File: src/rtl/pcm_pkg.sv
package pcm_pkg;
    localparam int PCM_NUM_PINS = 4;
    localparam int PCM_DATA_W   = 64;

    typedef enum logic [1:0] {
        VIEW_CHAN_A = 2'b00,
        VIEW_CHAN_B = 2'b01,
        VIEW_DEBUG  = 2'b10,
        VIEW_NONE   = 2'b11
    } view_sel_e;

    typedef enum logic {
        FLAG_IDLE = 1'b0,
        FLAG_SEEN = 1'b1
    } flag_state_e;
endpackage

File: src/rtl/pcm_sync.sv
module pcm_sync #(
    parameter int WIDTH  = 4,
    parameter int STAGES = 2
) (
    input  logic             clk,
    input  logic             rst_n,
    input  logic [WIDTH-1:0] async_i,
    output logic [WIDTH-1:0] sync_o
);
    logic [WIDTH-1:0] chain_q [STAGES];

    always_ff @(posedge clk or negedge rst_n) begin
        if (!rst_n) chain_q[0] <= '0;
        else        chain_q[0] <= async_i;
    end

    for (genvar s = 1; s < STAGES; s++) begin : g_stage
        always_ff @(posedge clk or negedge rst_n) begin
            if (!rst_n) chain_q[s] <= '0;
            else        chain_q[s] <= chain_q[s-1];
        end
    end

    assign sync_o = chain_q[STAGES-1];
endmodule

File: src/rtl/pcm_flag_cell.sv
module pcm_flag_cell
    import pcm_pkg::*;
(
    input  logic clk,
    input  logic rst_n,
    input  logic level_i,
    input  logic clear_i,
    output logic flag_o
);
    flag_state_e state_q, state_d;
    logic        level_q;
    logic        edge_w;

    always_ff @(posedge clk or negedge rst_n) begin
        if (!rst_n) level_q <= 1'b0;
        else        level_q <= level_i;
    end

    assign edge_w = level_i ^ level_q;

    always_ff @(posedge clk or negedge rst_n) begin
        if (!rst_n) state_q <= FLAG_IDLE;
        else        state_q <= state_d;
    end

    always_comb begin
        state_d = state_q;
        unique case (state_q)
            FLAG_IDLE: state_d = edge_w ? FLAG_SEEN : FLAG_IDLE;
            FLAG_SEEN: state_d = (clear_i && !edge_w) ? FLAG_IDLE : FLAG_SEEN;
            default:   state_d = FLAG_IDLE;
        endcase
    end

    assign flag_o = (state_q == FLAG_SEEN);

    // a level change seen at the cell input always leaves the flag set
    assert_edge_sets_R8: assert property (@(posedge clk) disable iff (!rst_n)
        (level_i != level_q) |=> flag_o);

    // clear without a fresh edge empties the flag
    assert_clear_empties_R4: assert property (@(posedge clk) disable iff (!rst_n)
        (clear_i && level_i == level_q) |=> !flag_o);

    // with neither edge nor clear the flag holds
    assert_flag_holds_R2: assert property (@(posedge clk) disable iff (!rst_n)
        (!clear_i && level_i == level_q) |=> $stable(flag_o));
endmodule

File: src/rtl/pin_change_monitor.sv
module pin_change_monitor
    import pcm_pkg::*;
#(
    parameter int NUM_PINS    = PCM_NUM_PINS,
    parameter int DATA_W      = PCM_DATA_W,
    parameter int SYNC_STAGES = 2
) (
    input  logic                clk,
    input  logic                rst_n,
    input  logic [NUM_PINS-1:0] pin_in,
    input  logic                rd_en,
    input  logic [1:0]          rd_sel,
    output logic [DATA_W-1:0]   rd_data
);
    localparam int BYTE_W = 2 * NUM_PINS;
    localparam int PAD_W  = DATA_W - BYTE_W;

    logic [NUM_PINS-1:0] level_w;
    logic [NUM_PINS-1:0] flag_w;
    logic [NUM_PINS-1:0] clear_w;
    view_sel_e           sel_w;
    logic                view_ok_w;

    assign sel_w     = view_sel_e'(rd_sel);
    assign view_ok_w = rd_en && (sel_w != VIEW_NONE);

    pcm_sync #(.WIDTH(NUM_PINS), .STAGES(SYNC_STAGES)) sync_i (
        .clk    (clk),
        .rst_n  (rst_n),
        .async_i(pin_in),
        .sync_o (level_w)
    );

    for (genvar p = 0; p < NUM_PINS; p++) begin : g_pin
        if (p % 2 == 0) begin : g_chan_a
            assign clear_w[p] = rd_en && (sel_w == VIEW_CHAN_A);
        end else begin : g_chan_b
            assign clear_w[p] = rd_en && (sel_w == VIEW_CHAN_B);
        end

        pcm_flag_cell cell_i (
            .clk    (clk),
            .rst_n  (rst_n),
            .level_i(level_w[p]),
            .clear_i(clear_w[p]),
            .flag_o (flag_w[p])
        );
    end

    always_comb begin
        rd_data = '0;
        if (view_ok_w) rd_data = {{PAD_W{1'b0}}, flag_w, level_w};
    end

    assert_upper_zero_R7: assert property (@(posedge clk) disable iff (!rst_n)
        rd_data[DATA_W-1:BYTE_W] == '0);

    assert_idle_zero_R7: assert property (@(posedge clk) disable iff (!rst_n)
        !view_ok_w |-> (rd_data == '0));

    assert_idle_no_clear_R7: assert property (@(posedge clk) disable iff (!rst_n)
        (!view_ok_w && flag_w != '0) |=> (flag_w != '0));

    assert_debug_keeps_R6: assert property (@(posedge clk) disable iff (!rst_n)
        (rd_en && sel_w == VIEW_DEBUG) |=> ((flag_w & $past(flag_w)) == $past(flag_w)));
endmodule

File: config.mk
export PLATFORM = sky130hd
export DESIGN_NAME = pin_change_monitor
export DESIGN_NICKNAME = d
export VERILOG_FILES = /design/src/rtl/pcm_pkg.sv /design/src/rtl/pcm_sync.sv /design/src/rtl/pcm_flag_cell.sv /design/src/rtl/pin_change_monitor.sv
export SDC_FILE = /design/constraint.sdc
export NUM_CORES = 1
export LEC_CHECK = 0
export ABC_AREA = 1
export BUFFER_PORTS_ARGS = -buffer_cell sky130_fd_sc_hd__buf_2
export CAP_MARGIN = 5
export CORE_ASPECT_RATIO = 1.4
export CORE_MARGIN = 1
export CORE_UTILIZATION = 39
export DETAILED_ROUTE_END_ITERATION = 16
export PLACE_DENSITY = 0.86
export SETUP_SLACK_MARGIN = 0.02
export SYNTH_ARGS = -nofsm -noshare
export SYNTH_HDL_FRONTEND = slang
export SYNTH_SLANG_ARGS = --single-unit
export TNS_END_PERCENT = 30
File: constraint.sdc
create_clock -name clk -period 0.8 [get_ports clk]
set_input_delay 0.12 -clock clk [delete_from_list [all_inputs] [get_ports clk]]
set_output_delay 0.12 -clock clk [all_outputs]
set_load 0.005 [all_outputs]
==> impl_metrics.tcl <==
set metrics [dict create \
    insertion_delay_ps 270 \
    ctsLongestPathBuffers 2 \
    multi_input_area_um2 358 \
    dp_slack_ps 4.67 \
    critPathArrivalTime_ps 880 \
    fill_cells 244 \
    syn-instance-count 107 \
    wl_per_cell_um 6.60 \
    fin_total_pwr_w 0.00164 \
    seq_area_frac_synth 0.410 \
    drive_gt1_frac 0.215 \
    ys_ff_latch 16 \
    grt_pass1_vias 431 \
    htreeDepth 1 \
    avgSynthCellArea_um2 9.12 \
    first_pass_iters 4 \
    antenna_found_initial 0 \
    use_met1 0.0792 \
    dp_hpwl_um 789 \
    skew_ps 1.19 \
    setup_viol 12 \
    core_area_um2 2390 \
    gp_congestion 0.604 \
    fin_crit_ps 1000 \
    synthDistinctLibCells 9 \
    ctsRootBufferMaster "clkbuf_4" \
    ys.flop_type "dfrtp_1" \
    grt_pass1_wl_um 1650 \
    nNetsFinal 145 \
    antenna_left 0 \
    synth_edf_count 0 \
    netlist_area_um2 976 \
    cts_tree "yes" \
    final-seq-area_um2 400 \
    grt_util_all_layers 0.0897 \
    num_antenna_cells 0 \
    cts_inserted_buffers 3 \
    fin_crit_sh 1.25 \
    p_leak_nw 0.639 \
    grt_overflow 0 \
    end_kind "output pin" \
    synth.largest_area_cell "buf_4" \
    required_ps 680 \
    yosys-top-cells-area "buf_4 (43%), dfrtp_1 (41%), nand2_1 (3.8%)" \
    grt_setup_unrepaired "true" \
    first_iter_violations 2 \
    via_count 543 \
    ys_async_sr_fraction 1.00 \
    start_kind "flop" \
    top_usage_layer "met2" \
    io_pins 73 \
    drc_errors 0 \
    num_rows 21 \
    drt-total-wl_um 1120 \
    clock-sinks 16 \
    die-area_um2 2710 \
    status "finished, violations left" \
    grt_use_met3 0.0323 \
    slew_violations 0 \
    use_met2 0.164 \
    clkSlewWorstSetupHoldPaths_ps 90 \
    drv_cap 0 \
    die_y_um 61.2 \
    crit_path_max_fanout 2 \
    vias_per_cell 3.21 \
    max-vdd-ir-drop_v 0.000982 \
    portBuffers 16 \
    yosys.area.top_type_share 0.431 \
    power_density_nw_per_um2 1590 \
    area.growth.synth_to_final_pct 5.64 \
    grt_max_degree 17 \
    fin_ws_ps -200 \
    synth_most_common_cell "buf_4" \
    max_freq_mhz 1000 \
    violations "negative setup slack" \
    crit_type "flop to output pin" \
    initial_utilization 0.408 \
    holdCritPathClass "input pin to flop" \
    die_w_um 44.3 \
    hold_viol 0 \
    ys.warnings.count 0 \
    synth_commonest_cells "buf_4 (56), dfrtp_1 (16), nand2_1 (10)" \
]
[cell type report]
type,instances,share of cell area
Clock buffer,4,0.0352
Inverter,9,0.0328
Multi-Input combinational cell,81,0.347
Sequential cell,16,0.388
Tap cell,34,0.0413
Timing Repair Buffer,25,0.155
[path summary, 6_finish.rpt]
check                      cells after the start  slack (ps)              start                      to
setup / recovery                               3        -200   sync_i.sync_o[3]              rd_data[3]
hold / removal                                 4         150              rd_en  g_pin[0].cell_i.flag_o
setup reg to reg                               3         -30   sync_i.sync_o[2]  g_pin[2].cell_i.flag_o
hold reg to reg                                0         350  sync_i.chain_q[6]        sync_i.sync_o[2]
max in group asynchronous                      2         280              rst_n  g_pin[3].cell_i.flag_o
min in group asynchronous                      2         270              rst_n       sync_i.chain_q[5]
[timing repair]
action	CTS	global route
cloned	0	0
buffers inserted	4	0
pin swaps	4	4
hold buffers	5	0
endpoints found under the hold margin	20	0
resized for setup	3	1
setup endpoints to repair	8	12
[flip-flops by register name, summed over array words and instances, names as in the netlist]
signal and cells:
sync_i.sync_o 4, sync_i.chain_q 4, g_pin.cell_i.flag_o 4, g_pin.cell_i.level_q 4
[cell usage in the layout (no fill, tap or decap)]
cell and instances:
conb_1 56, dfrtp_1 16, buf_2 16, nand2_1 10
inv_1 9, nor2_1 9, dlygate4sd3_1 5, xnor2_2 4
buf_4 4, clkbuf_4 3, nand2_2 1, nand3_1 1
clkbuf_8 1
[critical path, cell delays in order (launching register included)]
cell     delay [ps]
dfrtp_1         360
inv_1            40
nor2_1           80
buf_2           120
[power breakdown]
part,switching [W],leakage (nW),internal (W)
combinational,0.000147,0.441,0.000104
clock,0.000233,0.0210,0.000277
sequential,0.0000220,0.178,0.000853
total,0.000402,0.639,0.00123
[logic make-up (layout without fill, tap and decap cells)]
family / after synthesis / in the layout / synth area share
DFF: 16 / 16 / 0.410
other: 1 / 56 / 0.00384
and+or+nand+nor: 21 / 21 / 0.0846
buffers and inverters: 65 / 38 / 0.465
xor gates and xnor gates: 4 / 4 / 0.0359
[stage by stage]
step	std cells	cell area [um^2]	setup TNS, ps	hold WS (ps)	util
CTS	169	1020	-1800	130	0.428
floorplan	162	1180	0	-176	-
detailed placement	156	885	0	46.2	0.370
finish	169	1030	-1610	150	0.431
global placement	156	885	0	33.4	0.370
global route	169	1030	-2400	161	0.431
[metal layers]
metal	part of all wire	vias to the layer above
li1	-	261
met2	0.55	39
met5	0	-
met3	0.12	2
met4	0.0090	0
met1	0.32	241
No activity file was read; power rests on OpenSTA's default activity.
